## src/rtl/chsel_pkg.sv

```systemverilog
package chsel_pkg;

  // operating mode of the selector
  typedef enum logic {
    SEL_SINGLE = 1'b0,
    SEL_DIFF   = 1'b1
  } sel_mode_e;

endpackage

```

## src/rtl/chsel_rst_sync.sv

```systemverilog
// Reset bridge: clear asserts at once, releases after two clock edges.
module chsel_rst_sync (
  input  logic clk,
  input  logic rst_n,
  output logic clr
);
  logic [1:0] stage;

  always_ff @(posedge clk or negedge rst_n) begin
    if (!rst_n) stage <= 2'b00;
    else        stage <= {stage[0], 1'b1};
  end

  assign clr = ~stage[1];

endmodule

```

## src/rtl/chsel_sync.sv

```systemverilog
// Two-flop synchroniser for a group of control inputs.
module chsel_sync #(
  parameter int          W       = 1,
  parameter logic [W-1:0] RST_VAL = '0
) (
  input  logic         clk,
  input  logic         clr,
  input  logic [W-1:0] d,
  output logic [W-1:0] q
);
  logic [W-1:0] meta;

  always_ff @(posedge clk) begin
    if (clr) begin
      meta <= RST_VAL;
      q    <= RST_VAL;
    end else begin
      meta <= d;
      q    <= meta;
    end
  end

endmodule

```

## src/rtl/chsel_latch.sv

```systemverilog
// Holding registers for the channel number and enable; transparent while
// the synchronised strobe is low, frozen while it is high.
module chsel_latch #(
  parameter int AW = 3
) (
  input  logic          clk,
  input  logic          clr,
  input  logic          wr_low,
  input  logic          d_en,
  input  logic [AW-1:0] d_addr,
  output logic          q_en,
  output logic [AW-1:0] q_addr
);

  always_ff @(posedge clk) begin
    if (clr) begin
      q_en   <= 1'b0;
      q_addr <= '0;
    end else if (wr_low) begin
      q_en   <= d_en;
      q_addr <= d_addr;
    end
  end

  AST_HOLD_WHEN_HIGH: assert property (@(posedge clk) disable iff (clr)
    !wr_low |=> ($stable(q_en) && $stable(q_addr)));

endmodule

```

## src/rtl/chsel_decode.sv

```systemverilog
// Turns the held selection into switch enables for either mode.
module chsel_decode
  import chsel_pkg::*;
#(
  parameter int NCH = 8,
  parameter int AW  = $clog2(NCH)
) (
  input  sel_mode_e      mode,
  input  logic           en,
  input  logic [AW-1:0]  addr,
  output logic [NCH-1:0] onehot
);
  localparam int HALF = NCH / 2;
  localparam int PW   = AW - 1;

  logic [NCH-1:0] se_vec;
  logic [NCH-1:0] df_vec;

  for (genvar i = 0; i < NCH; i++) begin : g_line
    assign se_vec[i] = en && (addr == AW'(i));
    assign df_vec[i] = en && (addr[PW-1:0] == PW'(i % HALF));
  end

  assign onehot = (mode == SEL_DIFF) ? df_vec : se_vec;

endmodule

```

## src/rtl/chsel_bbm.sv

```systemverilog
// Output sequencer: opens everything, waits BBM_CYCLES, then closes the
// newly requested switches. Opening-only requests act immediately.
module chsel_bbm #(
  parameter int NCH        = 8,
  parameter int BBM_CYCLES = 2
) (
  input  logic           clk,
  input  logic           clr,
  input  logic [NCH-1:0] target,
  output logic [NCH-1:0] sw_q
);
  localparam int CW = $clog2(BBM_CYCLES + 1);
  localparam logic [CW-1:0] GAP_LOAD = CW'(BBM_CYCLES);

  logic [CW-1:0]  gap_cnt;
  logic [NCH-1:0] pend;

  always_ff @(posedge clk) begin
    if (clr) begin
      sw_q    <= '0;
      gap_cnt <= '0;
      pend    <= '0;
    end else if (target == '0) begin
      sw_q    <= '0;
      gap_cnt <= '0;
      pend    <= '0;
    end else if (gap_cnt != '0) begin
      if (target != pend) begin
        pend    <= target;
        gap_cnt <= GAP_LOAD;
      end else if (gap_cnt == CW'(1)) begin
        sw_q    <= pend;
        gap_cnt <= '0;
      end else begin
        gap_cnt <= gap_cnt - CW'(1);
      end
    end else if (target != sw_q) begin
      sw_q    <= '0;
      pend    <= target;
      gap_cnt <= GAP_LOAD;
    end
  end

  // checker state: length of the current all-off run, saturating
  logic [CW-1:0] off_run;
  always_ff @(posedge clk) begin
    if (clr)                     off_run <= '0;
    else if (sw_q != '0)         off_run <= '0;
    else if (off_run < GAP_LOAD) off_run <= off_run + CW'(1);
  end

  AST_NO_DIRECT_SWAP: assert property (@(posedge clk) disable iff (clr)
    (sw_q != '0) |=> (sw_q == '0 || $stable(sw_q)));

  AST_GAP_BEFORE_CLOSE: assert property (@(posedge clk) disable iff (clr)
    (sw_q != '0 && $past(sw_q) == '0) |-> (off_run >= GAP_LOAD));

  AST_OPEN_AT_ONCE: assert property (@(posedge clk) disable iff (clr)
    (target == '0) |=> (sw_q == '0));

  AST_CLEAR_OPENS: assert property (@(posedge clk)
    clr |=> (sw_q == '0));

endmodule

```

## src/rtl/chsel_ctrl.sv

```systemverilog
module chsel_ctrl
  import chsel_pkg::*;
#(
  parameter int NCH        = 8,
  parameter int BBM_CYCLES = 2
) (
  input  logic                    clk,
  input  logic                    rst_n,
  input  logic                    wr_n,
  input  logic                    en_in,
  input  logic [$clog2(NCH)-1:0]  addr_in,
  input  logic                    diff_mode,
  output logic [NCH-1:0]          sw_en
);
  localparam int AW   = $clog2(NCH);
  localparam int HALF = NCH / 2;
  localparam int DW   = AW + 2;

  logic          clr;
  logic          wr_n_s;
  logic [DW-1:0] data_s;
  logic          lat_en;
  logic [AW-1:0] lat_addr;
  sel_mode_e     mode;
  logic [NCH-1:0] target;

  chsel_rst_sync u_rst (
    .clk   (clk),
    .rst_n (rst_n),
    .clr   (clr)
  );

  chsel_sync #(.W(1), .RST_VAL(1'b1)) u_wr_sync (
    .clk (clk),
    .clr (clr),
    .d   (wr_n),
    .q   (wr_n_s)
  );

  chsel_sync #(.W(DW), .RST_VAL('0)) u_data_sync (
    .clk (clk),
    .clr (clr),
    .d   ({diff_mode, en_in, addr_in}),
    .q   (data_s)
  );

  assign mode = data_s[DW-1] ? SEL_DIFF : SEL_SINGLE;

  chsel_latch #(.AW(AW)) u_latch (
    .clk    (clk),
    .clr    (clr),
    .wr_low (~wr_n_s),
    .d_en   (data_s[AW]),
    .d_addr (data_s[AW-1:0]),
    .q_en   (lat_en),
    .q_addr (lat_addr)
  );

  chsel_decode #(.NCH(NCH), .AW(AW)) u_decode (
    .mode   (mode),
    .en     (lat_en),
    .addr   (lat_addr),
    .onehot (target)
  );

  chsel_bbm #(.NCH(NCH), .BBM_CYCLES(BBM_CYCLES)) u_bbm (
    .clk    (clk),
    .clr    (clr),
    .target (target),
    .sw_q   (sw_en)
  );

  AST_ONE_CHANNEL_OR_PAIR: assert property (@(posedge clk) disable iff (clr)
    $onehot0(sw_en) ||
    (sw_en[NCH-1:HALF] == sw_en[HALF-1:0] && $onehot0(sw_en[HALF-1:0])));

  AST_OFF_WHEN_DISABLED: assert property (@(posedge clk) disable iff (clr)
    (!lat_en) |=> (sw_en == '0));

endmodule

```

## config.mk

```make
export PLATFORM = sky130hd
export DESIGN_NAME = chsel_ctrl
export DESIGN_NICKNAME = d
export VERILOG_FILES = /design/src/rtl/chsel_pkg.sv /design/src/rtl/chsel_rst_sync.sv /design/src/rtl/chsel_sync.sv /design/src/rtl/chsel_latch.sv /design/src/rtl/chsel_decode.sv /design/src/rtl/chsel_bbm.sv /design/src/rtl/chsel_ctrl.sv
export SDC_FILE = /design/constraint.sdc
export NUM_CORES = 1
export LEC_CHECK = 0
export BUFFER_PORTS_ARGS = -buffer_cell sky130_fd_sc_hd__buf_2
export CAP_MARGIN = 10
export CORE_MARGIN = 2
export CORE_UTILIZATION = 50
export DETAILED_ROUTE_END_ITERATION = 16
export HOLD_SLACK_MARGIN = 0.1
export PLACE_DENSITY_LB_ADDON = 0.3
export SYNTH_ARGS = -nofsm -noshare
export SYNTH_HDL_FRONTEND = slang
export SYNTH_SLANG_ARGS = --single-unit
```

## constraint.sdc

```tcl
create_clock -name clk -period 2.01 [get_ports clk]
set_clock_uncertainty 0.05 [all_clocks]
set_input_delay 0 -clock clk [delete_from_list [all_inputs] [get_ports clk]]
set_output_delay 0 -clock clk [all_outputs]
set_load 0.02 [all_outputs]
```

==> impl_metrics.py <==
metrics = {
    "pwr": {
        "leakagePower_nw": 0.8933,
        "p_int_mw": 0.8962,
        "comb_power_share_pct": 4.5,
        "seqPwrFrac_pct": 64.2,
        "switchingPower_mw": 0.2451,
        "ir_drop_mv": 0.4955,
        "pwr-share-clk_pct": 31.3,
        "sw_frac_of_total_pct": 21.47,
        "power_density_mw_per_mm2": 541.3,
    },
    "detailed_routing": {
        "drt_iter0_markers": 64,
        "firstDrtPassIters": 4,
        "vias": 1397,
        "wl_met1_um": 1660,
        "wl_met2_um": 1813,
        "wire_per_inst_um": 15.22,
        "vias_per_cell": 5.633,
        "routed_wirelength_um": 3775,
        "drc": 0,
        "highest_layer": "met4",
        "wl_met3_um": 151,
        "drtAntennaViolNets": 0,
    },
    "global_routing": {
        "grt_pass1_wl_um": 5837,
        "antenna_found_initial": 0,
        "grt_pass1_vias": 1309,
        "grt_max_degree": 17,
        "track_usage_pct": 22.84,
        "gr-total-overflow": 0,
    },
    "cts": {
        "cts.sinks": 36,
        "cts.path.max_buffers": 2,
        "htreeDepth": 2,
        "cts.reportedPaths.clkPinSlew_ps": 100,
        "cts_buffers": 5,
        "cts_tree": "done",
        "clock_latency_ps": 330,
        "root_buffer": "clkbuf_4",
    },
    "hold_path": {
        "hp-class": "flip-flop to flip-flop",
        "hold_path_end": "u_rst.stage[1]",
        "hold_depth": 0,
        "hp-start": "u_rst.stage[0]",
    },
    "setup_path": {
        "worst_ep_required_time_ps": 2240,
        "critical_path_class": "flip-flop to flip-flop",
        "reg2reg_from": "u_latch.q_addr[1]",
        "crit_fanout": 8,
        "rrSetupSlack_ps": -320,
        "start_kind": "flip-flop",
        "endpoint_kind": "flip-flop",
        "cp.arrival_ps": 2560,
        "r2r_end": "u_bbm.sw_q[7]",
        "ff2ff_path_depth": 9,
    },
    "synth": {
        "synth_edf_count": 0,
        "syn-cell-area_mm2": 0.001539,
        "synthesis.nets": 168,
        "yosysTopAreaCell": "dfxtp_1",
        "avgSynthCellArea_um2": 9.740,
        "yosys_most_used_dff": "dfxtp_1",
        "yosysUniqueCellTypes": 42,
        "ys_seq_elements": 36,
        "netlist_instances": 158,
        "synth-simple-area-share_pct": 24.63,
        "synth_top_family_by_area": "simple AND/OR/NAND/NOR gates",
        "synthArstFlopShare_pct": 5.556,
        "synth_compound_area_share_pct": 15.04,
        "synth_fa_ha_area_share_pct": 1.626,
        "synthTopCellsByArea": "dfxtp_1, a22o_1, xor2_1, and2_1, dfrtp_1",
        "synth_xor_area_share_pct": 5.691,
        "synth.area.mux_share_pct": 2.602,
        "yosys_warnings": 0,
        "synth_top_area_share_pct": 44.23,
        "yosysSeqAreaShare_pct": 47.48,
    },
    "floorplan": {
        "initial_core_util_pct": 51.68,
        "ios": 16,
        "die_w_um": 59.48,
        "rows": 20,
        "die_y_um": 59.48,
        "core-area_mm2": 0.002978,
        "die_area_mm2": 0.003538,
    },
    "finish": {
        "final_layout_size_suffix_gt1_share_pct": 35.81,
        "post_layout_nonfiller_instances": 248,
        "area_delta_synth_final_pct": 36.99,
        "post-route-util_pct": 70.80,
        "antennaDiodeCount": 0,
        "final_nets": 224,
    },
    "sta": {
        "fin_hold_ws_ps": 315.0,
        "setup_slack_ps": -319.2,
        "hold_violations": 0,
        "setup_viol": 18,
        "period_minus_slack_ps": 2329,
        "max_freq_mhz": 429.3,
        "finalCritPeriodShare_pct": 115.9,
        "rsz0062_at_grt": "true",
        "slew_viol_final": 0,
    },
    "run": {
        "cap_violations": 0,
    },
    "status": {
        "violations": "setup timing",
        "run_status": "finished with violations",
    },
    "placement": {
        "place_hpwl_um": 2601,
        "io_buffers": 15,
        "gp_routability_congestion": 0.9831,
        "placedCellCount": 230,
    },
}
-- cells in the final DEF, fill, tap and decap left out, drive strengths merged, types with 2 or more instances in the layout --
cell / netlist / final
nor2b: 5 / 5
clkbuf: 4 / 7
o21ai: 11 / 11
and2: 10 / 10
dfrtp: 2 / 2
ha: 2 / 2
mux2i: 4 / 4
or3: 8 / 8
a22o: 8 / 8
buf: 3 / 48
or3b: 2 / 2
dlygate4sd3: 0 / 8
xnor2: 2 / 2
nor2: 6 / 6
inv: 3 / 3
a21oi: 9 / 9
nand2b: 6 / 6
xor2: 8 / 8
nand3: 7 / 7
nor3b: 3 / 3
nand2: 3 / 3
dfxtp: 34 / 34
-- worst max-delay path by stage --
stage	endpoint	slack, ps	depth (start not counted)	startpoint
6_report	u_bbm.sw_q[7]	-320	9	u_latch.q_addr[1]
5_1_grt	u_bbm.sw_q[5]	-420	9	u_latch.q_addr[1]
4_1_cts	u_bbm.sw_q[7]	-280	9	u_latch.q_addr[1]
3_5_place_dp	u_bbm.sw_q[7]	-300	8	u_latch.q_addr[0]
3_3_place_gp	u_bbm.sw_q[6]	-290	8	u_latch.q_addr[1]
2_1_floorplan	u_bbm.sw_q[0]	-60	8	u_latch.q_addr[1]
-- cell usage after synthesis (3+ instances only) --
cell type  count
nand2_1        3
nor2b_1        5
nand3_1        7
mux2i_1        4
inv_1          3
dfxtp_1       34
a21oi_1        9
a22o_1         8
buf_2          3
or3_1          8
o21ai_1        8
nor2_1         6
o21ai_0        3
nand2b_1       6
clkbuf_1       4
and2_1        10
xor2_1         8
-- layer usage --
layer  global-route usage, %  vias up
li1                        -      678
met1                   27.05      661
met2                   36.42       40
met3                   6.332       18
met4                   13.96        0
met5                       0        -
-- through the flow --
stage | total power [mW] | setup TNS (ps) | setup slack, ps | area, um2
floorplan | 0.7689 | -505.5 | -61.89 | 1567
global placement | 0.7856 | -4735 | -293.9 | 1876
detailed placement | 0.7878 | -4848 | -298.8 | 1876
CTS | 1.157 | -4540 | -284.0 | 2031
global route | 1.195 | -6588 | -419.4 | 2108
finish | 1.141 | -5108 | -319.2 | 2108
-- worst max-delay path, cell delays in order (launching register included) --
cell	delay [ps]
dfxtp_4	370
buf_6	120
or4b_4	480
a21oi_2	130
nor2_1	50
a211o_1	290
nor3b_2	260
nor3b_4	230
buf_6	150
a22o_1	140
-- cells by family (layout without fill, tap and decap cells) --
kind of cell | count (synthesis) | count (layout)
and+or+nand+nor | 59 | 59
AOI/OAI and AO/OA | 36 | 36
DFF | 36 | 36
xor gates and xnor gates | 10 | 10
buffers and inverters | 10 | 67
muxes | 4 | 4
adders and majority gates | 2 | 2
other | 1 | 1
-- registers in the layout, indices dropped and copies added, names as in the netlist --
name and count:
u_wr_sync.meta 1, u_data_sync.meta 5, u_bbm.gap_cnt 2, u_wr_sync.q 1
u_rst.stage 2, u_data_sync.q 5, u_latch.q_en 1, u_bbm.pend 8
u_latch.q_addr 3, u_bbm.sw_q 8
-- power groups by stage --
stage               Sequential, mW  Combinational [mW]  Clock, mW
floorplan                    0.748              0.0209          0
global placement             0.750              0.0361          0
detailed placement           0.750              0.0374          0
CTS                          0.734              0.0497      0.373
global route                 0.735              0.0562      0.404
finish                       0.733              0.0512      0.357
-- final cells by class --
cell class              count  area, um2
inverters                   3      11.26
fillers                   227      869.6
well taps                  33      41.29
flip-flops and latches     36      738.2
multi-input cells         112      842.1
clock buffers               7      45.04
repair buffers             56      425.4
clock inverters             1      5.005
-- repair_timing --
action | in CTS | in global routing
resized for setup | 8 | 16
pin swaps | 2 | 3
endpoints found under the hold margin | 8 | 0
setup endpoints to repair | 18 | 18
hold buffers | 8 | 0
gates cloned | 0 | 1
setup buffers | 0 | 1
No activity file was read; power rests on OpenSTA's default activity.
